## config.mk

```make
export PLATFORM = sky130hd
export DESIGN_NAME = tone_burst_seq
export DESIGN_NICKNAME = d
export VERILOG_FILES = /design/src/rtl/tbs_pkg.sv /design/src/rtl/tbs_gate_sync.sv /design/src/rtl/tbs_playback.sv /design/src/rtl/tbs_chan_ctrl.sv /design/src/rtl/tone_burst_seq.sv
export SDC_FILE = /design/constraint.sdc
export NUM_CORES = 1
export LEC_CHECK = 0
export ABC_AREA = 1
export ABC_CLOCK_PERIOD_IN_PS = 7600
export CORE_MARGIN = 2
export CORE_UTILIZATION = 40
export DETAILED_ROUTE_END_ITERATION = 6
export HOLD_SLACK_MARGIN = 0.06
export PLACE_DENSITY = 0.65
export SLEW_MARGIN = 40
export SYNTH_ARGS = -nofsm -noshare
export SYNTH_HDL_FRONTEND = slang
export SYNTH_HIERARCHICAL = 1
export SYNTH_SLANG_ARGS = --single-unit
```

## constraint.sdc

```tcl
create_clock -name clk -period 7.6 [get_ports clk]
set_clock_uncertainty 0.15 [all_clocks]
set_input_delay 1.9 -clock clk [delete_from_list [all_inputs] [get_ports clk]]
set_output_delay 1.9 -clock clk [all_outputs]
set_load 0.005 [all_outputs]
```

## src/rtl/tbs_pkg.sv

```systemverilog
package tbs_pkg;
  typedef enum logic [2:0] {
    ST_START  = 3'd0,
    ST_PREF   = 3'd1,
    ST_LAUNCH = 3'd2,
    ST_RUN    = 3'd3,
    ST_REWORK = 3'd4,
    ST_DRAIN  = 3'd5,
    ST_FINISH = 3'd6
  } chan_st_e;
endpackage

```

## src/rtl/tbs_gate_sync.sv

```systemverilog
module tbs_gate_sync (
  input  logic clk,
  input  logic rst_n,
  input  logic gate_i,
  output logic gate_o
);
  logic meta_q, stable_q;

  always_ff @(posedge clk or negedge rst_n) begin
    if (!rst_n) begin
      meta_q   <= 1'b0;
      stable_q <= 1'b0;
    end else begin
      meta_q   <= gate_i;
      stable_q <= meta_q;
    end
  end

  assign gate_o = stable_q;
endmodule

```

## src/rtl/tbs_playback.sv

```systemverilog
module tbs_playback #(
  parameter int AW = 4
) (
  input  logic          clk,
  input  logic          rst_n,
  input  logic          clr_i,
  input  logic          start_i,
  input  logic          single_i,
  input  logic [AW-1:0] term_i,
  input  logic          tick_i,
  output logic [AW-1:0] rd_o,
  output logic          run_o,
  output logic          wrap_o,
  output logic          done_o
);
  logic [AW-1:0] rd_q, rd_d, term_q, term_d;
  logic          run_q, run_d, single_q, single_d, done_q, done_d;

  always_comb begin
    rd_d     = rd_q;
    run_d    = run_q;
    single_d = single_q;
    term_d   = term_q;
    done_d   = 1'b0;
    if (clr_i) begin
      rd_d     = '0;
      run_d    = 1'b0;
      single_d = 1'b0;
    end else begin
      if (start_i) run_d = 1'b1;
      if (single_i) begin
        single_d = 1'b1;
        term_d   = term_i;
      end
      if (tick_i && run_q) begin
        rd_d = rd_q + AW'(1);
        if (single_q && (rd_q == term_q)) begin
          run_d  = 1'b0;
          done_d = 1'b1;
        end
      end
    end
  end

  always_ff @(posedge clk or negedge rst_n) begin
    if (!rst_n) begin
      rd_q     <= '0;
      run_q    <= 1'b0;
      single_q <= 1'b0;
      term_q   <= '0;
      done_q   <= 1'b0;
    end else begin
      rd_q     <= rd_d;
      run_q    <= run_d;
      single_q <= single_d;
      term_q   <= term_d;
      done_q   <= done_d;
    end
  end

  assign rd_o   = rd_q;
  assign run_o  = run_q;
  assign wrap_o = run_q & ~single_q;
  assign done_o = done_q;

  // a running tick moves the read pointer by exactly one
  a_r5_rd_step: assert property (@(posedge clk) disable iff (!rst_n)
    (run_q && tick_i && !clr_i) |=> (rd_q == $past(rd_q) + AW'(1)));
  // no tick, no movement
  a_r5_rd_hold: assert property (@(posedge clk) disable iff (!rst_n)
    (!tick_i && !clr_i) |=> $stable(rd_q));
  // termination leaves playback stopped
  a_r11_done_stops: assert property (@(posedge clk) disable iff (!rst_n)
    done_q |-> !run_q);
endmodule

```

## src/rtl/tbs_chan_ctrl.sv

```systemverilog
module tbs_chan_ctrl
  import tbs_pkg::*;
#(
  parameter int DEPTH = 16,
  parameter int GUARD = 2,
  parameter int LW    = 6,
  localparam int AW   = $clog2(DEPTH),
  localparam int CAP  = DEPTH - GUARD
) (
  input  logic          clk,
  input  logic          rst_n,
  input  logic          gate_s_i,
  input  logic [LW-1:0] off_len_i,
  input  logic [AW-1:0] rd_i,
  input  logic          run_i,
  input  logic          wrap_i,
  input  logic          done_i,
  output logic [2:0]    state_o,
  output logic          cfg_load_o,
  output logic          gen_req_o,
  output logic          resc_req_o,
  output logic [AW-1:0] slot_o,
  output logic [LW-1:0] step_o,
  output logic          pb_clr_o,
  output logic          pb_start_o,
  output logic          pb_single_o,
  output logic [AW-1:0] pb_term_o
);
  chan_st_e      st_q, st_d;
  logic [AW-1:0] fill_q, fill_d, mptr_q, mptr_d;
  logic [AW-1:0] mcnt_q, mcnt_d, mrem_q, mrem_d;
  logic [LW-1:0] k_q, k_d, olen_q, olen_d;
  logic [AW-1:0] occ;
  logic          room, ramp_left, rows_left;

  assign occ       = fill_q - rd_i;
  assign room      = ({1'b0, occ} < (AW+1)'(CAP));
  assign ramp_left = (k_q < olen_q);
  assign rows_left = (mcnt_q < mrem_q);

  always_comb begin
    st_d        = st_q;
    fill_d      = fill_q;
    mptr_d      = mptr_q;
    mcnt_d      = mcnt_q;
    mrem_d      = mrem_q;
    k_d         = k_q;
    olen_d      = olen_q;
    cfg_load_o  = 1'b0;
    gen_req_o   = 1'b0;
    resc_req_o  = 1'b0;
    pb_clr_o    = 1'b0;
    pb_start_o  = 1'b0;
    pb_single_o = 1'b0;
    unique case (st_q)
      ST_START: begin
        cfg_load_o = 1'b1;
        pb_clr_o   = 1'b1;
        fill_d     = '0;
        k_d        = '0;
        st_d       = ST_PREF;
      end
      ST_PREF: begin
        gen_req_o = room;
        if (room) fill_d = fill_q + AW'(1);
        if (gate_s_i) st_d = ST_LAUNCH;
      end
      ST_LAUNCH: begin
        pb_start_o = 1'b1;
        st_d       = ST_RUN;
      end
      ST_RUN: begin
        gen_req_o = room & gate_s_i;
        if (room && gate_s_i) fill_d = fill_q + AW'(1);
        if (!gate_s_i) begin
          st_d   = ST_REWORK;
          mptr_d = rd_i + AW'(2);
          mcnt_d = '0;
          mrem_d = (occ > AW'(2)) ? (occ - AW'(2)) : '0;
          olen_d = off_len_i;
          k_d    = '0;
        end
      end
      ST_REWORK: begin
        if (rows_left && ramp_left) begin
          resc_req_o = 1'b1;
          mptr_d     = mptr_q + AW'(1);
          mcnt_d     = mcnt_q + AW'(1);
          k_d        = k_q + LW'(1);
        end else begin
          st_d = ST_DRAIN;
          if (rows_left) fill_d = mptr_q;
        end
      end
      ST_DRAIN: begin
        gen_req_o = room & ramp_left;
        if (room && ramp_left) begin
          fill_d = fill_q + AW'(1);
          k_d    = k_q + LW'(1);
        end
        if (!ramp_left) begin
          pb_single_o = 1'b1;
          st_d        = ST_FINISH;
        end
      end
      ST_FINISH: begin
        if (done_i) st_d = ST_START;
      end
      default: st_d = ST_START;
    endcase
  end

  always_ff @(posedge clk or negedge rst_n) begin
    if (!rst_n) begin
      st_q   <= ST_START;
      fill_q <= '0;
      mptr_q <= '0;
      mcnt_q <= '0;
      mrem_q <= '0;
      k_q    <= '0;
      olen_q <= '0;
    end else begin
      st_q   <= st_d;
      fill_q <= fill_d;
      mptr_q <= mptr_d;
      mcnt_q <= mcnt_d;
      mrem_q <= mrem_d;
      k_q    <= k_d;
      olen_q <= olen_d;
    end
  end

  assign state_o   = st_q;
  assign slot_o    = (st_q == ST_REWORK) ? mptr_q : fill_q;
  assign step_o    = k_q;
  assign pb_term_o = fill_q - AW'(1);

  // queued data never closer than GUARD to the read pointer
  a_r6_guard: assert property (@(posedge clk) disable iff (!rst_n)
    ({1'b0, occ} <= (AW+1)'(CAP)));
  // start leaves playback stopped
  a_r2_start_stop: assert property (@(posedge clk) disable iff (!rst_n)
    (st_q == ST_START) |=> !run_i);
  // launch turns on wrapping playback
  a_r4_launch_run: assert property (@(posedge clk) disable iff (!rst_n)
    (st_q == ST_LAUNCH) |=> (run_i && wrap_i));
  // finish always runs a single pass
  a_r10_finish_single: assert property (@(posedge clk) disable iff (!rst_n)
    (st_q == ST_FINISH) |-> !wrap_i);
  // never a new sample and a rescale together
  a_r7_one_request: assert property (@(posedge clk) disable iff (!rst_n)
    !(gen_req_o && resc_req_o));
  // synchronized gate high in pre-fill launches
  a_r3_go: assert property (@(posedge clk) disable iff (!rst_n)
    (st_q == ST_PREF && gate_s_i) |=> (st_q == ST_LAUNCH));
  // synchronized gate low in run starts rework
  a_r6_release: assert property (@(posedge clk) disable iff (!rst_n)
    (st_q == ST_RUN && !gate_s_i) |=> (st_q == ST_REWORK));
endmodule

```

## src/rtl/tone_burst_seq.sv

```systemverilog
module tone_burst_seq #(
  parameter int NUM_CH = 3,
  parameter int DEPTH  = 16,
  parameter int GUARD  = 2,
  parameter int LW     = 6,
  localparam int AW    = $clog2(DEPTH)
) (
  input  logic                 clk,
  input  logic                 rst_n,
  input  logic [NUM_CH-1:0]    gate_i,
  input  logic [NUM_CH-1:0]    tick_i,
  input  logic [NUM_CH*LW-1:0] off_len_i,
  output logic [NUM_CH*3-1:0]  state_o,
  output logic [NUM_CH-1:0]    cfg_load_o,
  output logic [NUM_CH-1:0]    gen_req_o,
  output logic [NUM_CH-1:0]    resc_req_o,
  output logic [NUM_CH*AW-1:0] slot_o,
  output logic [NUM_CH*LW-1:0] step_o,
  output logic [NUM_CH*AW-1:0] rd_ptr_o,
  output logic [NUM_CH-1:0]    run_o,
  output logic [NUM_CH-1:0]    wrap_o
);
  for (genvar c = 0; c < NUM_CH; c++) begin : g_ch
    logic          gate_s, pb_clr, pb_start, pb_single, pb_done;
    logic [AW-1:0] pb_term, rd;
    logic          run, wrap;

    tbs_gate_sync u_sync (
      .clk   (clk),
      .rst_n (rst_n),
      .gate_i(gate_i[c]),
      .gate_o(gate_s)
    );

    tbs_chan_ctrl #(.DEPTH(DEPTH), .GUARD(GUARD), .LW(LW)) u_ctrl (
      .clk        (clk),
      .rst_n      (rst_n),
      .gate_s_i   (gate_s),
      .off_len_i  (off_len_i[c*LW +: LW]),
      .rd_i       (rd),
      .run_i      (run),
      .wrap_i     (wrap),
      .done_i     (pb_done),
      .state_o    (state_o[c*3 +: 3]),
      .cfg_load_o (cfg_load_o[c]),
      .gen_req_o  (gen_req_o[c]),
      .resc_req_o (resc_req_o[c]),
      .slot_o     (slot_o[c*AW +: AW]),
      .step_o     (step_o[c*LW +: LW]),
      .pb_clr_o   (pb_clr),
      .pb_start_o (pb_start),
      .pb_single_o(pb_single),
      .pb_term_o  (pb_term)
    );

    tbs_playback #(.AW(AW)) u_play (
      .clk     (clk),
      .rst_n   (rst_n),
      .clr_i   (pb_clr),
      .start_i (pb_start),
      .single_i(pb_single),
      .term_i  (pb_term),
      .tick_i  (tick_i[c]),
      .rd_o    (rd),
      .run_o   (run),
      .wrap_o  (wrap),
      .done_o  (pb_done)
    );

    assign rd_ptr_o[c*AW +: AW] = rd;
    assign run_o[c]             = run;
    assign wrap_o[c]            = wrap;
  end
endmodule

```

==> results of run 1 <==
## cell type report
type                    count  area (um2)  share of cell area (%)
flip-flops and latches    132        3300                    31.4
repair buffers             93         940                    8.94
multi-input cells         829        4640                    44.1
well taps                 280         350                    3.33
clock inverters            11         135                    1.29
inverters                 184         702                    6.68
clock buffers              21         440                    4.19
## sequential cells by signal, indices dropped and copies added, names as in the netlist
name,cells
g_ch.u_sync/meta_q,3
g_ch.u_ctrl/mptr_q,12
g_ch.u_play/single_q,3
g_ch.u_ctrl/mrem_q,12
g_ch.u_play/done_o,3
g_ch.u_ctrl/state_o,9
g_ch.u_ctrl/step_o,18
g_ch.u_play/rd_o,12
g_ch.u_ctrl/fill_q,12
g_ch.u_ctrl/mcnt_q,12
g_ch.u_ctrl/olen_q,18
g_ch.u_play/run_o,3
g_ch.u_sync/gate_o,3
g_ch.u_play/term_q,12
## kinds of logic after synthesis
logic type | after synthesis | share of synthesized area [%]
and+or+nand+nor | 564 | 28.5
AOI/OAI and AO/OA | 164 | 11.2
DFF | 132 | 37.5
buffers and inverters | 207 | 9.85
xor gates and xnor gates | 38 | 3.78
adders and majority gates | 63 | 9.20
## critical path: stages (launching register included)
cell	delay (ns)
dfrtp_1	0.44
inv_1	0.14
ha_1	0.16
inv_1	0.06
fa_1	0.38
xnor2_1	0.37
nor2_2	0.06
nand3_2	0.09
nand2_1	0.07
nor3_1	0.17
clkdlybuf4s50_1	0.53
## worst max path at each step
stage,slack [ns],depth (start not counted),end
final,2.66,10,gen_req_o[2]
after global routing,2.49,10,gen_req_o[0]
after floorplan,3.77,9,gen_req_o[2]
after detailed placement,3.10,10,gen_req_o[2]
after CTS,2.65,10,gen_req_o[2]
after global placement,3.16,10,gen_req_o[0]
## routing by layer
| layer | global-route usage (%) | vias to the layer above | share of wire [%] |
|---|---|---|---|
| li1 | - | 3872 | - |
| met1 | 24.5 | 3470 | 48 |
| met2 | 29.1 | 154 | 47 |
| met3 | 3.24 | 28 | 4.1 |
| met4 | 6.13 | 0 | 1.5 |
| met5 | 0 | - | 0 |
## through the flow
step | util [%] | std cells | worst slack (ns) | power (mW)
after floorplan | - | 1168 | 3.77 | 2.55
after global placement | 45.6 | 1517 | 3.16 | 3.09
after detailed placement | 45.7 | 1518 | 3.10 | 3.12
after CTS | 48.3 | 1550 | 2.65 | 3.97
after global routing | 48.3 | 1550 | 2.49 | 4.30
final | 48.3 | 1550 | 2.66 | 3.93
## Yosys cell counts (4+ instances only)
cell type  count
nor2_1        71
inv_1        157
buf_6          4
ha_1          60
o21ai_2       21
nand2_2       21
xor2_1        27
dfrtp_1      132
nand3_1       67
nand2_4        4
o21ai_1        8
nor2_2        10
nand2_1      347
nor3_1         8
xnor2_1       11
nand3_2        4
buf_4         11
nand4_1       10
o21ai_0       76
buf_2          7
nor2_4        10
inv_2         23
or2_2          4
o22ai_1       12
a21oi_1       32
## power by group through the flow
stage / registers, mW / clock network (mW) / logic [mW]
2_1_floorplan: 1.07 / 0 / 1.48
3_3_place_gp: 1.13 / 0 / 1.96
3_5_place_dp: 1.14 / 0 / 1.98
4_1_cts: 1.13 / 0.846 / 2.00
5_1_grt: 1.16 / 0.872 / 2.27
6_report: 1.13 / 0.817 / 1.98
==> impl_metrics.py, run 1 <==
metrics = {
    "power_and_ir_drop": {
        "switching_power_mw": 1.72,
        "p_seq_share_pct": 28.7,
        "power_frac_comb_pct": 50.5,
        "p_leak_nw": 5.26,
        "swShare_pct": 43.8,
        "p_per_area_nw_per_um2": 374,
        "cell_internal_pwr_mw": 2.21,
        "clkPwrFrac_pct": 20.8,
        "peakVddDrop_mv": 0.155,
    },
    "synth": {
        "synth_area_leaders": "dfrtp_1 (37%), nand2_1 (15%), ha_1 (8.5%)",
        "yosysWarnings": 6,
        "seq_area_frac_synth_pct": 37.5,
        "ys_ff_latch": 132,
        "netlist_area_um2": 8810,
        "netlist-cell-type-count": 42,
        "netlist_instances": 1168,
        "synth_top_area_share_pct": 37.5,
        "ys.flop_type": "dfrtp_1",
        "synthArstFlopShare_pct": 100,
        "syn_avg_cell_area_um2": 7.54,
        "synth_edf_count": 0,
        "synth_area_leader_cell": "dfrtp_1",
        "synth_nets": 1257,
    },
    "worst_setup_path": {
        "cp.required_ns": 5.55,
        "rr_worst_depth": 12,
        "cp_max_fo": 6,
        "reg2reg_to": "g_ch[2].u_ctrl/step_o[1]",
        "r2r_setup_slack_ns": 5.07,
        "worstSetupStartpoint": "g_ch[2].u_ctrl/fill_q[0]",
        "critical_path_class": "register to output port",
        "cp.arrival_ns": 2.89,
        "reg2reg_from": "g_ch[2].u_ctrl/fill_q[0]",
        "cp-end-kind": "output port",
        "critPathLaunchType": "register",
    },
    "cts": {
        "cts.sinks": 132,
        "clk_pin_slew_ns": 0.06,
        "cts-root-buf": "clkbuf_16",
        "cts_tree": "done",
        "cts_buffers": 17,
        "clkLatencyLatePin_ns": 0.41,
        "htree_levels": 4,
        "ctsResizeCount": 0,
        "clockBufferDepth": 2,
        "holdBufCountCts": 0,
        "post_cts_buffers": 0,
    },
    "placement": {
        "port_buffers": 91,
        "hpwl_mm": 15.2,
        "dpl_cell_area_um2": 9940,
        "place_congestion": 0.893,
    },
    "run_status": {
        "outcome": "completed",
    },
    "detailed_routing": {
        "detail_route.vias_per_cell": 4.85,
        "drc": 0,
        "totalWireLength_mm": 20.2,
        "routed-via-count": 7524,
        "first_iter_violations": 427,
        "ant_nets": 0,
        "wl_per_cell_um": 13.0,
        "drt_pre_antenna_iters": 5,
    },
    "run": {
        "cap_violations": 0,
    },
    "worst_hold_path": {
        "hold_path.class": "register to register",
        "hold_depth": 0,
        "whs_endpoint": "g_ch[1].u_sync/gate_o",
        "hp-start": "g_ch[1].u_sync/meta_q",
    },
    "global_routing": {
        "grt_pass1_vias": 7263,
        "gr-usage-all-layers_pct": 18.0,
        "grt_max_degree": 71,
        "antenna_found_initial": 0,
        "grt_first_pass_wirelength_mm": 34.8,
        "grt_overflow": 0,
    },
    "sta": {
        "finalSetupViolations": 0,
        "tightestPinTransition_ns": 0.671,
        "fin_tns_setup_ns": 0,
        "rsz0062_at_grt": "false",
        "max-slew-margin-rel_pct": 55.3,
        "drv_slew": 0,
        "hold_viol_final": 0,
        "period_minus_slack_ns": 4.94,
        "timing.hold.ws_ns": 0.201,
        "fmax_mhz": 203,
        "period_share_pct": 64.9,
    },
    "die": {
        "ios": 92,
        "start_util_pct": 40.5,
        "die_w_um": 152,
        "core-area_um2": 21800,
        "die_area_um2": 23200,
        "rows": 54,
        "die_h_um": 152,
    },
    "finish": {
        "final_area_um2": 10500,
        "final_cell_mix": "nand2_1 (347), inv_1 (157), dfrtp_1 (132)",
        "syn2layout_area_growth_pct": 19.3,
        "final_common_cell": "nand2_1",
        "n_fill_cell": 2110,
        "final_nets": 1346,
        "antenna_cells": 0,
        "drive_gt1_share_pct": 11.1,
    },
}
Power figures use the tool's default switching activity.
==> run 2: changes to the inputs <==
--- a/config.mk
+++ b/config.mk
@@ -6,12 +6,12 @@
 export NUM_CORES = 1
 export LEC_CHECK = 0
 export ABC_AREA = 1
-export ABC_CLOCK_PERIOD_IN_PS = 7600
+export ABC_CLOCK_PERIOD_IN_PS = 4400
 export CORE_MARGIN = 2
 export CORE_UTILIZATION = 40
 export DETAILED_ROUTE_END_ITERATION = 6
 export HOLD_SLACK_MARGIN = 0.06
-export PLACE_DENSITY = 0.65
+export PLACE_DENSITY = 0.67
 export SLEW_MARGIN = 40
 export SYNTH_ARGS = -nofsm -noshare
 export SYNTH_HDL_FRONTEND = slang
==> constraint.sdc (replaced) <==
create_clock -name clk -period 4.4 [get_ports clk]
set_clock_uncertainty 0.15 [all_clocks]
set_input_delay 1.1 -clock clk [delete_from_list [all_inputs] [get_ports clk]]
set_output_delay 1.1 -clock clk [all_outputs]
set_load 0.005 [all_outputs]
==> run 2 against run 1 <==
Net effect: die area is the same; utilization grew 0.59 points; critical path depth is the same; combinational power grew 74%; design area grew 1.2%; critical endpoint is now gen_req_o[0]; power grew 80%; highest routed layer unchanged; cell count is essentially flat; global-route usage is essentially flat; sequential share of layout area shrank 0.38 points; non-clock buffer count shrank 1; largest power group unchanged.
==> impl_metrics.py, run 2 (synthesis gave the netlist of run 1 again) <==
metrics = {
    "run": {
        "cap_violations": 0,
    },
    "global_routing": {
        "grt_pass1_vias": 7265,
        "gr-usage-all-layers_pct": 17.9,
        "grt_overflow": 0,
        "grt_max_degree": 84,
        "grt_first_pass_wirelength_mm": 34.8,
        "antenna_found_initial": 0,
    },
    "finish": {
        "final_nets": 1345,
        "stdcell_count": 1549,
        "syn2layout_area_growth_pct": 20.7,
        "drive_gt1_share_pct": 11.2,
        "antenna_cells": 0,
        "final_area_um2": 10600,
        "n_fill_cell": 2104,
        "final_cell_mix": "nand2_1 (347), inv_1 (157), dfrtp_1 (132)",
        "final_common_cell": "nand2_1",
    },
    "detailed_routing": {
        "routed-via-count": 7480,
        "wl_per_cell_um": 13.0,
        "totalWireLength_mm": 20.2,
        "drc": 0,
        "first_iter_violations": 453,
        "detail_route.vias_per_cell": 4.83,
        "drt_pre_antenna_iters": 5,
        "ant_nets": 0,
    },
    "worst_setup_path": {
        "cp.required_ns": 3.15,
        "cp.arrival_ns": 2.89,
        "cp-end-kind": "output port",
        "crit_buf_inv": 4,
        "crit_family": "buffers and inverters",
        "critPathLaunchType": "register",
        "slowest_delay_ns": 0.58,
        "cp_max_fo": 6,
        "crit_chain": "inv_1 -> ha_1 -> inv_1 -> fa_1 -> inv_1 -> nand2_1 -> nand2_1 -> nor2_4 -> a221oi_1 -> clkdlybuf4s50_1",
        "critical_path_class": "register to output port",
        "crit_path_frequent_cell": "inv_1",
        "cp_slowest_cell": "clkdlybuf4s50_1",
    },
    "cts": {
        "cts.sinks": 132,
        "htree_levels": 4,
        "cts_tree": "done",
        "holdBufCountCts": 0,
        "clkLatencyLatePin_ns": 0.41,
        "cts_buffers": 17,
        "cts-root-buf": "clkbuf_16",
        "ctsResizeCount": 0,
        "clk_pin_slew_ns": 0.06,
        "post_cts_buffers": 0,
        "clockBufferDepth": 2,
    },
    "sta": {
        "max-slew-margin-rel_pct": 52.9,
        "period_share_pct": 94.1,
        "hold_viol_final": 0,
        "fin_tns_setup_ns": 0,
        "period_minus_slack_ns": 4.14,
        "finalSetupViolations": 0,
        "fmax_mhz": 241,
        "timing.final.ws_setup_ns": 0.259,
        "drv_slew": 0,
        "tightestPinTransition_ns": 0.707,
        "rsz0062_at_grt": "false",
    },
    "placement": {
        "dp_slack_ns": 0.700,
        "dpl_cell_area_um2": 9930,
        "place_congestion": 0.904,
        "port_buffers": 91,
        "post-place-cells": 1517,
        "hpwl_mm": 15.1,
    },
    "die": {
        "ios": 92,
        "start_util_pct": 40.5,
        "die_area_um2": 23200,
        "die_h_um": 152,
        "rows": 54,
        "core-area_um2": 21800,
        "die_w_um": 152,
    },
    "power_and_ir_drop": {
        "peakVddDrop_mv": 0.256,
        "p_leak_nw": 5.32,
        "p_per_area_nw_per_um2": 666,
    },
    "run_status": {
        "outcome": "completed",
    },
    "worst_hold_path": {
        "hold_path.class": "register to register",
    },
}
run 2: metal layers:
metal / part of all wire, % / vias up / GRT usage (%)
met1: 47 / 3443 / 23.9
li1: - / 3869 / -
met4: 1.7 / 0 / 5.91
met5: 0 / - / 0
met2: 47 / 145 / 29.3
met3: 4.3 / 23 / 3.75
run 2: layout make-up:
type                    instances  area [um2]  share of cell area, %
inverters                     184         702                   6.60
flip-flops and latches        132        3300                   31.0
clock buffers                  23         488                   4.59
multi-input cells             829        4640                   43.6
clock inverters                 9         220                   2.07
repair buffers                 92         935                   8.79
well taps                     280         350                   3.29
run 2: stage by stage:
stage	power (mW)	hold slack [ns]	utilization, %
final	7.08	0.199	48.9
after global routing	7.73	0.206	48.9
after CTS	7.14	0.201	48.9
after detailed placement	5.39	0.189	45.6
after global placement	5.32	0.184	45.6
after floorplan	4.40	0.181	-
run 2: final timing paths:
| path | from | endpoint | slack (ns) | cells after the start |
|---|---|---|---|---|
| max | g_ch[0].u_ctrl/fill_q[0] | gen_req_o[0] | 0.26 | 10 |
| min | g_ch[1].u_sync/meta_q | g_ch[1].u_sync/gate_o | 0.20 | 0 |
| max reg2reg | g_ch[1].u_ctrl/fill_q[0] | g_ch[1].u_ctrl/step_o[2] | 1.85 | 14 |
| min reg2reg | g_ch[1].u_sync/meta_q | g_ch[1].u_sync/gate_o | 0.20 | 0 |
| max in group asynchronous | rst_n | g_ch[1].u_ctrl/fill_q[3] | 2.81 | 2 |
| min in group asynchronous | rst_n | g_ch[0].u_ctrl/step_o[1] | 0.57 | 1 |
run 2: power breakdown:
part	total, mW	switching (mW)	internal, mW	leakage (nW)
Combinational	3.44	2.09	1.35	3.24
Sequential	1.95	0.376	1.57	1.73
Clock	1.69	0.513	1.18	0.347
==> run 3: changes to the inputs <==
--- a/config.mk
+++ b/config.mk
@@ -6,12 +6,14 @@
 export NUM_CORES = 1
 export LEC_CHECK = 0
 export ABC_AREA = 1
-export ABC_CLOCK_PERIOD_IN_PS = 4400
+export ABC_CLOCK_PERIOD_IN_PS = 4200
 export CORE_MARGIN = 2
 export CORE_UTILIZATION = 40
+export CTS_CLUSTER_SIZE = 40
 export DETAILED_ROUTE_END_ITERATION = 6
 export HOLD_SLACK_MARGIN = 0.06
-export PLACE_DENSITY = 0.67
+export PLACE_DENSITY = 0.65
+export SETUP_SLACK_MARGIN = 0.05
 export SLEW_MARGIN = 40
 export SYNTH_ARGS = -nofsm -noshare
 export SYNTH_HDL_FRONTEND = slang
==> constraint.sdc (replaced) <==
create_clock -name clk -period 4.2 [get_ports clk]
set_clock_uncertainty 0.15 [all_clocks]
set_input_delay 1.05 -clock clk [delete_from_list [all_inputs] [get_ports clk]]
set_output_delay 1.05 -clock clk [all_outputs]
set_load 0.005 [all_outputs]
==> run 3 against run 2 <==
Net effect: wire length rose by 0.45%; clock power barely moved; sequential share of layout area rose by 0.055 points; worst setup slack got worse by 0.072 ns; register-to-register slack got worse by 0.14 ns; design area fell by 0.18%; non-clock buffer count did not move; sequential cell count did not move; hold slack barely moved; cell count did not move; first-iteration DRC count fell by 18%; utilization fell by 0.086 points; critical endpoint is now gen_req_o[2].
==> impl_metrics.py, run 3 (synthesis gave the netlist of run 1 again) <==
metrics = {
    "run_status": {
        "outcome": "completed",
    },
    "global_routing": {
        "grt_first_pass_wirelength_mm": 35.2,
        "grt_overflow": 0,
        "antenna_found_initial": 0,
        "grt_pass1_vias": 7265,
        "grt_max_degree": 80,
        "gr-usage-all-layers_pct": 18.2,
    },
    "worst_setup_path": {
        "critPathLaunchType": "register",
        "cp_max_fo": 6,
        "rr_worst_depth": 12,
        "cp.required_ns": 3.00,
        "cp-end-kind": "output port",
        "critical_path_class": "register to output port",
        "cp.arrival_ns": 2.81,
    },
    "detailed_routing": {
        "routed-via-count": 7433,
        "first_iter_violations": 371,
        "drc": 0,
        "totalWireLength_mm": 20.3,
        "wl_per_cell_um": 13.1,
        "detail_route.vias_per_cell": 4.80,
        "ant_nets": 0,
        "drt_pre_antenna_iters": 6,
    },
    "finish": {
        "drive_gt1_share_pct": 11.5,
        "syn2layout_area_growth_pct": 20.5,
        "final_nets": 1345,
        "seq_area_um2": 3300,
        "n_fill_cell": 2130,
        "final_cell_mix": "nand2_1 (346), inv_1 (157), dfrtp_1 (132)",
        "final_common_cell": "nand2_1",
        "antenna_cells": 0,
        "fin_util_pct": 48.8,
        "multi_input_area_um2": 4660,
    },
    "sta": {
        "finalSetupViolations": 0,
        "timing.hold.ws_ns": 0.199,
        "max-slew-margin-rel_pct": 55.3,
        "period_share_pct": 95.5,
        "fmax_mhz": 249,
        "tightestPinTransition_ns": 0.671,
        "fin_tns_setup_ns": 0,
        "period_minus_slack_ns": 4.01,
        "hold_viol_final": 0,
        "rsz0062_at_grt": "true",
        "drv_slew": 0,
    },
    "die": {
        "die_w_um": 152,
        "ios": 92,
        "core-area_um2": 21800,
        "die_area_um2": 23200,
        "start_util_pct": 40.5,
        "die_h_um": 152,
        "rows": 54,
    },
    "cts": {
        "clk_pin_slew_ns": 0.06,
        "cts-root-buf": "clkbuf_16",
        "clkLatencyLatePin_ns": 0.41,
        "ctsResizeCount": 0,
        "holdBufCountCts": 0,
        "htree_levels": 4,
        "clockBufferDepth": 2,
        "cts_buffers": 17,
        "cts_tree": "done",
        "cts.sinks": 132,
        "post_cts_buffers": 0,
    },
    "worst_hold_path": {
        "hold_depth": 0,
        "hold_path.class": "register to register",
    },
    "power_and_ir_drop": {
        "power.total_mw": 7.35,
        "p_leak_nw": 5.30,
        "peakVddDrop_mv": 0.250,
        "p_per_area_nw_per_um2": 692,
    },
    "placement": {
        "place_congestion": 0.875,
        "port_buffers": 91,
        "hpwl_mm": 15.1,
    },
    "run": {
        "cap_violations": 0,
    },
}
==> run 3: cell types whose count changed in the layout (fill, tap and decap cells not counted) <==
| cell | delta |
|---|---|
| clkbuf_8 | -3 |
| clkinvlp_4 | +3 |
| clkinv_4 | +2 |
| a221oi_1 | -1 |
| a221oi_2 | +1 |
| bufinv_16 | -1 |
| clkbuf_1 | -1 |
| nand2_1 | -1 |
| nand2_2 | +1 |
| xnor2_1 | -1 |
| xnor2_2 | +1 |
==> run 3: critical path: stages, from the launching register on <==
cell	delay [ns]
dfrtp_1	0.43
inv_1	0.14
ha_1	0.16
inv_1	0.06
fa_1	0.41
xnor2_2	0.28
nor2_2	0.06
nand3_2	0.08
nand2_1	0.07
nor3_1	0.18
clkdlybuf4s50_1	0.53
==> run 3: path summary, 6_finish.rpt <==
kind / from / end / slack [ns]
worst max-delay path: g_ch[2].u_ctrl/fill_q[0] / gen_req_o[2] / 0.19
worst min-delay path: g_ch[2].u_sync/meta_q / g_ch[2].u_sync/gate_o / 0.20
worst max register to register: g_ch[1].u_ctrl/fill_q[0] / g_ch[1].u_ctrl/step_o[2] / 1.71
worst min register to register: g_ch[2].u_sync/meta_q / g_ch[2].u_sync/gate_o / 0.20
max in group asynchronous: rst_n / g_ch[2].u_ctrl/olen_q[3] / 2.60
min in group asynchronous: rst_n / g_ch[0].u_ctrl/fill_q[1] / 0.52
==> run 3: layout make-up <==
| type | count | share of cell area (%) |
|---|---|---|
| clock inverter | 13 | 2.17 |
| multi-input combinational | 829 | 43.9 |
| tap | 280 | 3.30 |
| inverter | 184 | 6.61 |
| sequential | 132 | 31.1 |
| clock buffer | 19 | 4.17 |
| timing repair buffer | 92 | 8.80 |
==> run 3: metal layers <==
metal | vias up | part of all wire [%] | track usage (%)
met5 | - | 0 | 0
met4 | 0 | 1.1 | 5.07
met3 | 15 | 3.2 | 3.33
met2 | 139 | 48 | 30.4
met1 | 3396 | 48 | 24.4
li1 | 3883 | - | -
==> run 3: per-stage QoR <==
step / std cells / area, um2 / setup slack (ns)
after floorplan: 1168 / 8810 / 1.22
after global placement: 1517 / 9930 / 0.611
after detailed placement: 1517 / 9930 / 0.524
after CTS: 1549 / 10600 / 0.0755
after global routing: 1549 / 10600 / 0.0213
final: 1549 / 10600 / 0.187
==> run 3: power breakdown <==
group	internal (mW)	switching (mW)	leakage [nW]
combinational	1.43	2.19	3.25
clock	1.13	0.567	0.319
sequential	1.65	0.388	1.73
total	4.21	3.14	5.30
